==> src/rtl/ckv_pkg.sv <==
package ckv_pkg;
  localparam int unsigned CKV_BYTE_W = 8;

  typedef enum logic {
    HALF_LO = 1'b0,
    HALF_HI = 1'b1
  } pair_half_e;
endpackage

==> src/rtl/ckv_seq.sv <==
module ckv_seq
  import ckv_pkg::*;
#(
  parameter int unsigned FRAME_BYTES = 8,
  localparam int unsigned IDX_W = $clog2(FRAME_BYTES)
) (
  input  logic             clk,
  input  logic             rst_n,
  input  logic             clear,
  input  logic             take,
  output logic [IDX_W-1:0] idx,
  output pair_half_e       half,
  output logic             last
);
  logic [IDX_W-1:0] cnt_q, cnt_d;

  always_comb begin
    last = (cnt_q == IDX_W'(FRAME_BYTES - 1));
    half = cnt_q[0] ? HALF_HI : HALF_LO;
    cnt_d = cnt_q;
    if (clear) cnt_d = '0;
    else if (take) cnt_d = last ? '0 : cnt_q + 1'b1;
  end

  always_ff @(posedge clk or negedge rst_n) begin
    if (!rst_n) cnt_q <= '0;
    else        cnt_q <= cnt_d;
  end

  assign idx = cnt_q;
endmodule

==> src/rtl/ckv_fold_step.sv <==
module ckv_fold_step #(
  parameter int unsigned W = 16
) (
  input  logic [W-1:0] acc,
  input  logic [W-1:0] word,
  output logic [W-1:0] nxt
);
  localparam logic [W+1:0] MAXV = {2'b00, {W{1'b1}}};

  logic [W+1:0] shifted, red1, summed, red2;

  always_comb begin
    shifted = {1'b0, acc, 1'b0};
    red1    = (shifted > MAXV) ? shifted - MAXV : shifted;
    summed  = red1 + {2'b00, word};
    red2    = (summed > MAXV) ? summed - MAXV : summed;
    nxt     = red2[W-1:0];
  end
endmodule

==> src/rtl/ckv_accum.sv <==
module ckv_accum #(
  parameter int unsigned W = 16
) (
  input  logic         clk,
  input  logic         rst_n,
  input  logic         restart,
  input  logic         load,
  input  logic [W-1:0] word,
  output logic [W-1:0] sum_norm
);
  logic [W-1:0] acc_q, acc_d, step;

  ckv_fold_step #(.W(W)) u_step (
    .acc  (acc_q),
    .word (word),
    .nxt  (step)
  );

  always_comb begin
    acc_d = acc_q;
    if (restart)   acc_d = '0;
    else if (load) acc_d = step;
    sum_norm = (acc_q == {W{1'b1}}) ? '0 : acc_q;
  end

  always_ff @(posedge clk or negedge rst_n) begin
    if (!rst_n) acc_q <= '0;
    else        acc_q <= acc_d;
  end
endmodule

==> src/rtl/ckv_station_check.sv <==
module ckv_station_check
  import ckv_pkg::*;
#(
  parameter int unsigned ADDR_WORDS = 3,
  localparam int unsigned BW          = CKV_BYTE_W,
  localparam int unsigned WORD_W      = 2 * BW,
  localparam int unsigned ADDR_BYTES  = 2 * ADDR_WORDS,
  localparam int unsigned FRAME_BYTES = ADDR_BYTES + 2,
  localparam int unsigned IDX_W       = $clog2(FRAME_BYTES),
  localparam int unsigned ADDR_W      = ADDR_BYTES * BW
) (
  input  logic              clk,
  input  logic              rst_n,
  input  logic              clear,
  input  logic              byte_valid,
  input  logic [BW-1:0]     byte_in,
  output logic              done,
  output logic [ADDR_W-1:0] addr_out,
  output logic              csum_ok
);
  logic [IDX_W-1:0]  idx;
  pair_half_e        half;
  logic              last;
  logic              take;
  logic [BW-1:0]     lo_q;
  logic [WORD_W-1:0] pair_word;
  logic [WORD_W-1:0] sum_norm;
  logic              acc_load, acc_restart;
  logic [ADDR_W-1:0] addr_live;
  logic              done_d, ok_d;
  logic [ADDR_W-1:0] addr_d;

  assign take      = byte_valid && !clear;
  assign pair_word = {byte_in, lo_q};

  ckv_seq #(.FRAME_BYTES(FRAME_BYTES)) u_seq (
    .clk   (clk),
    .rst_n (rst_n),
    .clear (clear),
    .take  (byte_valid),
    .idx   (idx),
    .half  (half),
    .last  (last)
  );

  always_ff @(posedge clk or negedge rst_n) begin
    if (!rst_n)                          lo_q <= '0;
    else if (take && half == HALF_LO)    lo_q <= byte_in;
  end

  for (genvar gi = 0; gi < ADDR_BYTES; gi++) begin : g_abyte
    logic [BW-1:0] byte_q;
    always_ff @(posedge clk or negedge rst_n) begin
      if (!rst_n)                           byte_q <= '0;
      else if (take && idx == IDX_W'(gi))   byte_q <= byte_in;
    end
    assign addr_live[(ADDR_BYTES-1-gi)*BW +: BW] = byte_q;
  end

  assign acc_load    = take && half == HALF_HI && idx < IDX_W'(ADDR_BYTES);
  assign acc_restart = clear || (take && last);

  ckv_accum #(.W(WORD_W)) u_accum (
    .clk      (clk),
    .rst_n    (rst_n),
    .restart  (acc_restart),
    .load     (acc_load),
    .word     (pair_word),
    .sum_norm (sum_norm)
  );

  always_comb begin
    done_d = take && last;
    addr_d = addr_out;
    ok_d   = csum_ok;
    if (clear) begin
      addr_d = '0;
      ok_d   = 1'b0;
    end else if (done_d) begin
      addr_d = addr_live;
      ok_d   = (pair_word == sum_norm);
    end
  end

  always_ff @(posedge clk or negedge rst_n) begin
    if (!rst_n) begin
      done     <= 1'b0;
      addr_out <= '0;
      csum_ok  <= 1'b0;
    end else begin
      done     <= done_d;
      addr_out <= addr_d;
      csum_ok  <= ok_d;
    end
  end
endmodule

==> config.mk <==
export PLATFORM = sky130hd
export DESIGN_NAME = ckv_station_check
export DESIGN_NICKNAME = d
export VERILOG_FILES = /design/src/rtl/ckv_pkg.sv /design/src/rtl/ckv_seq.sv /design/src/rtl/ckv_fold_step.sv /design/src/rtl/ckv_accum.sv /design/src/rtl/ckv_station_check.sv
export SDC_FILE = /design/constraint.sdc
export NUM_CORES = 1
export LEC_CHECK = 0
export BUFFER_PORTS_ARGS = -buffer_cell sky130_fd_sc_hd__buf_2
export CAP_MARGIN = 20
export CORE_MARGIN = 3
export CORE_UTILIZATION = 40
export CTS_CLUSTER_DIAMETER = 40
export DETAILED_ROUTE_END_ITERATION = 6
export GPL_TIMING_DRIVEN = 0
export HOLD_SLACK_MARGIN = 0.03
export SLEW_MARGIN = 20
export SYNTH_ARGS = -nofsm -noshare
export SYNTH_HDL_FRONTEND = slang
export SYNTH_SLANG_ARGS = --single-unit
==> constraint.sdc <==
create_clock -name clk -period 2.95 [get_ports clk]
set_input_delay 0.295 -clock clk [delete_from_list [all_inputs] [get_ports clk]]
set_output_delay 0.295 -clock clk [all_outputs]
set_load 0.05 [all_outputs]
Word-level counts from Yosys, hierarchy flattened
Index checks and enable logic that the tools add are counted.
Storage, ports and cells
  register bits: 125
  input bits: 12
  output and inout port bits: 50
  logic and storage cells: 58
Cells by class
  add/sub/neg operators: 4
  $lt $le $gt $ge: 3
  eq/ne operators: 8
  multiplexer cells: 13
  bitwise logic cells: 1
  reductions and logical operators: 17
Operator list (count)
  48-bit two-way mux: 2
  16-bit two-way mux: 4
  18-bit by 16-bit adder with 18-bit output: 1
  18-bit by 16-bit greater-than comparator with 1-bit output (second input constant): 1
  18-bit two-way mux: 1
  17-bit by 16-bit subtractor with 18-bit output (second input constant): 1
  17-bit by 16-bit greater-than comparator with 1-bit output (second input constant): 1
  16-bit == test: 1
  16-bit == test (second input constant): 1
  16-bit subtractor (second input constant): 1
  1-bit logical AND: 11
  3-bit == test (second input constant): 3
  3-bit two-way mux: 3
  3-bit by 2-bit == test with 1-bit output (second input constant): 2
  2-bit nonzero test: 3
  3-bit by 1-bit adder with 3-bit output (second input constant): 1
  3-bit by 1-bit == test with 1-bit output (second input constant): 1
  3-bit logical NOT: 1
  3-bit < comparator (second input constant): 1
  1-bit two-way mux: 3
  1-bit logical NOT: 1
  1-bit logical OR: 1
  1-bit inverter: 1

Logic depth before layout (Yosys ltp)
  depth in word-level cells: 7
  depth in mapped cells: 12
  mapped depth without buffers: 12

Hierarchy
Synthesis repeated with hierarchy kept, for this count alone.
Second synthesis, totals
  cell total of the unflattened synthesis: 627
  area, all modules: 6794.0 um^2
Modules (own cells, without submodules)
  ckv_station_check: instances 1, cells an instance 364, area an instance 4410.5 um^2, sequential area each 2652.5 um^2
  ckv_fold_step: instances 1, cells an instance 154, area an instance 1173.6 um^2, sequential area each 0.0 um^2
  ckv_accum: instances 1, cells an instance 96, area an instance 1051.0 um^2, sequential area each 400.4 um^2
  ckv_seq: instances 1, cells an instance 13, area an instance 158.9 um^2, sequential area each 75.1 um^2

Worst setup path after synthesis
Ideal clock, no wire load.
  path type: reg-to-reg
  start: register u_accum.acc_q[15]
  end: register u_accum.acc_q[12]
  library setup time: 0.133 ns
  arrival time: 2.653 ns
  data required time: 2.817 ns
  setup slack: 0.164 ns
  stages on the path, launching flop included: 13
  buffers on the path: 0
  clock period less this slack: 2.786 ns
  path through: dfrtp_1 -> ha_1 -> inv_1 -> fa_1 -> nand2b_1 -> a21oi_1 -> o21a_1 -> a21oi_1 -> o21ai_2 -> nand4_1 -> nor3_1 -> xor2_1 -> o21ai_0
On the way
  longest elaborated chain between the ends: 7
  elaborated cells on any way between the ends: 9
  classes of those cells: add/sub: 3; order compare: 2; mux: 4
Ends and longest elaborated chain
  start: declaration: RTL line ckv_accum.sv:11  | logic [W-1:0] acc_q, acc_d, step;
  start signal: assignment: RTL line ckv_accum.sv:27  | if (!rst_n) acc_q <= '0;
  start signal: assignment: RTL line ckv_accum.sv:28  | else acc_q <= acc_d;
  17-bit by 16-bit subtractor with 18-bit output / 17-bit by 16-bit greater-than comparator with 1-bit output (equally long branches): RTL line ckv_fold_step.sv:14  | red1 = (shifted > MAXV) ? shifted - MAXV : shifted;
  18-bit two-way mux *: RTL line ckv_fold_step.sv:14
  18-bit by 16-bit adder with 18-bit output *: RTL line ckv_fold_step.sv:15  | summed = red1 + {2'b00, word};
  18-bit by 16-bit greater-than comparator with 1-bit output / 16-bit subtractor (equally long branches): RTL line ckv_fold_step.sv:16  | red2 = (summed > MAXV) ? summed - MAXV : summed;
  16-bit two-way mux *: RTL line ckv_fold_step.sv:16
  16-bit two-way mux *: RTL line ckv_accum.sv:22  | else if (load) acc_d = step;
  16-bit two-way mux *: RTL line ckv_accum.sv:21  | if (restart) acc_d = '0;
Every way passes the cells marked *; elsewhere a longest branch is shown, timed or not. The select of a mux whose other input is x is not followed.
A chain may end at the register's enable or synchronous reset.

Worst setup path in the final report
  start: register lo_q[1]
  end: register u_accum.acc_q[14]
On the way
  longest elaborated chain between the ends: 5
  elaborated cells on any way between the ends: 6
  classes of those cells: add/sub: 2; order compare: 1; mux: 3
Ends and longest elaborated chain
  start: declaration: RTL line ckv_station_check.sv:25  | logic [BW-1:0] lo_q;
  start signal: assignment: RTL line ckv_station_check.sv:48  | else if (take && half == HALF_LO) lo_q <= byte_in;
  18-bit by 16-bit adder with 18-bit output *: RTL line ckv_fold_step.sv:15
  16-bit subtractor / 18-bit by 16-bit greater-than comparator with 1-bit output (equally long branches): RTL line ckv_fold_step.sv:16
  16-bit two-way mux *: RTL line ckv_fold_step.sv:16
  16-bit two-way mux *: RTL line ckv_accum.sv:22
  16-bit two-way mux *: RTL line ckv_accum.sv:21
Marked as above.

==> metrics.txt <==
Via density a little over 5; Die Y roughly 130 um; Worst-path clk slew roughly 50 ps; Die X approximately 130 um; clock sinks around 130; GRT Total Usage between 15 and 20%; IO Pins 62; first-pass GRT wire length 25400 um; Critical Path, Cell by Cell ha_1 -> a211oi_2 -> o211ai_1 -> a221oi_2 -> buf_4 -> o21ai_1 -> xnor2_2 -> or3_1 -> nor3b_2 -> xnor2_1 -> o21ai_1; worst-margin pin slew between 700 and 800 ps; CP arrival roughly 3100 ps; vias in the first global route between 5000 and 6000; status completed; # DRC 0; Cells after Synth approximately 620; Final setup viols 0; I/O Buffers between 60 and 70; worst clock skew between 6 and 7 ps; crit start category flop; Layout Cells excl Fill around 940; Synthesized Nets ~660; register area share after synthesis between 40% and 50%; GP Congestion ~0.81; ANT cells 0; Hold Path Class in -> async; PwrDens between 600 and 700 mW/mm2; Worst Setup Path Type reg -> reg; CTS tree done; Worst path slowest cell dfrtp_2; Die Area about 0.017 mm2; cell family with most CP delay compound AO/OA/AOI/OAI gates; Syn Area/Cell a little over 10 um2; 1st-pass router iterations 5; cts bufs inserted 17; CP max stage delay 440 ps; area delta synth->final 22.5%; number of routed nets with antenna violations 0; Max IR drop VDD 0.453 mV; Mapped Area ~0.0064 mm2; most used cell, CP o21ai_1; Final TNS setup 0 ps; Critical Path End Type flop; top_reg_cell synth dfrtp_1; Worst-Skew Late Latency 410 ps; Tcrit/Tclk final 96.0%; DP HPWL about 11000 um; Post-synth ARST share 100%; CP required 3230 ps; Initial Util slightly above 40%; final hold violations 0; Crit path buffers/inverters 1; EDFF count, synth 0; min Tclk post-route approximately 2800 ps; CORE AREA roughly 0.015 mm2; Synth Register Bits 125; CTS H-tree lvls 4; Netlist cell types 50; worst-path maximum fanout 5; largest net degree at the start of global routing 67; antenna violations before repair 0; 1st-iter DRT viols 220; Root Buffer Master clkbuf_16; layout cells sized above 1 26.0%; Synth Warn # 0; wire length per cell between 15 and 20 um; max-slew violation count 0; nets ~750; fmax 0.353 GHz; Vias about 4800; dpl cells around 890; grt total ovfl 0; row count 45; CTS max path bufs 2; drt total wl 15100 um; Rel. slew slack 51.9%; most frequent cells in the layout nand2_1 (127), dfrtp_1 (118), buf_2 (60); most common library cell in the layout ignoring fill and taps nand2_1; cell leakage power 3.75 nW; Max Cap Viol 0
[power breakdown]
group / leakage [nW] / internal (mW) / switching, mW
clock network: 0.300 / 1.41 / 0.680
logic: 1.80 / 0.387 / 0.380
registers: 1.65 / 1.93 / 0.160
total: 3.75 / 3.72 / 1.22
[cell type report]
cell class                      count  area [um2]
Clock inverter                      7         110
Inverter                           14        52.6
Tap cell                          211         264
Multi-Input combinational cell    448        3190
Sequential cell                   125        3140
Buffer                             32         120
Fill cell                        1421        7570
Clock buffer                       24         492
Timing Repair Buffer               74         432
[registers in the layout (all words and copies together), names as in the netlist]
| signal | flops |
|---|---|
| addr_out | 48 |
| u_accum.acc_q | 16 |
| g_abyte.byte_q | 48 |
| lo_q | 8 |
| csum_ok | 1 |
| u_seq.idx | 3 |
| done | 1 |
[cells by family (layout without fill, tap and decap cells)]
kind of cell / count (synthesis) / count (layout) / synth area share [%]
adder cells (fa/ha/maj): 24 / 24 / 4.83
buffers and inverters: 46 / 151 / 2.71
AND/OR/NAND/NOR: 251 / 251 / 20.2
multiplexers: 56 / 56 / 9.89
AO/OA/AOI/OAI: 80 / 80 / 8.10
flip-flops: 125 / 125 / 49.1
XOR/XNOR: 37 / 37 / 5.09
[cell usage after synthesis (all sizes together), types with 2 or more instances]
cell	number	area, um2
nand2	127	477
dfrtp	125	3130
mux2	55	619
nand3b	53	398
o21ai	30	154
xnor2	25	219
clkbuf	24	90.1
ha	23	288
a21oi	18	90.1
nor2	17	63.8
inv	14	52.6
xor2	12	105
nand4	11	68.8
nand3	10	55.1
buf	8	30.0
nand2b	6	37.5
nor3	5	25.0
a22oi	4	30.0
and3	4	25.0
o211ai	4	30.0
a21o	3	22.5
a221oi	3	32.5
nor2b	3	18.8
o21bai	3	22.5
o31ai	3	22.5
or3	3	18.8
a211oi	2	15.0
a31oi	2	12.5
nand4b	2	17.5
nor3b	2	20.0
nor4	2	12.5
nor4bb	2	20.0
o21a	2	15.0
[layer usage]
metal  global-route usage [%]  routed length (um)
met3                     4.20                 605
met4                     4.32                 144
met5                        0                   0
met2                     31.1                7590
met1                     22.7                6780
[stage by stage]
stage          setup slack (ps)  cell area [um2]  total power, mW  utilization (%)  hold slack [ps]
2_1_floorplan               164             6370             2.59                -           -0.591
3_3_place_gp               -457             6940             2.76             45.1              446
3_5_place_dp               -526             6970             2.81             45.3              335
4_1_cts                    2.26             7670             4.95             49.9              441
5_1_grt                   -20.6             7800             5.19             50.7              488
6_report                    117             7800             4.94             50.7              454
[final timing paths]
path                                                  to                             start  cells after the start  slack [ps]
hold / removal                  addr_out[11]$_DFFE_PN0N_                             rst_n                      2         450
max in group asynchronous       addr_out[43]$_DFFE_PN0N_                             rst_n                      3        1800
setup / recovery           u_accum.acc_q[14]$_DFFE_PN0P_               lo_q[1]$_DFFE_PN0P_                     11         120
setup reg to reg           u_accum.acc_q[14]$_DFFE_PN0P_               lo_q[1]$_DFFE_PN0P_                     11         120
hold reg to reg                 addr_out[11]$_DFFE_PN0N_  g_abyte[4].byte_q[3]$_DFFE_PN0P_                      2         460
min in group clk                u_seq.idx[1]$_DFFE_PN0P_                        byte_valid                      4         450
[repair_timing]
item | 4_1_cts | 5_1_grt
pin swaps | 9 | 15
setup endpoints to repair | 14 | 9
hold buffers | 1 | 0
buffers inserted | 7 | 4
resized for setup | 9 | 20
hold endpoints to repair | 65 | 0
Power figures use the tool's default switching activity.
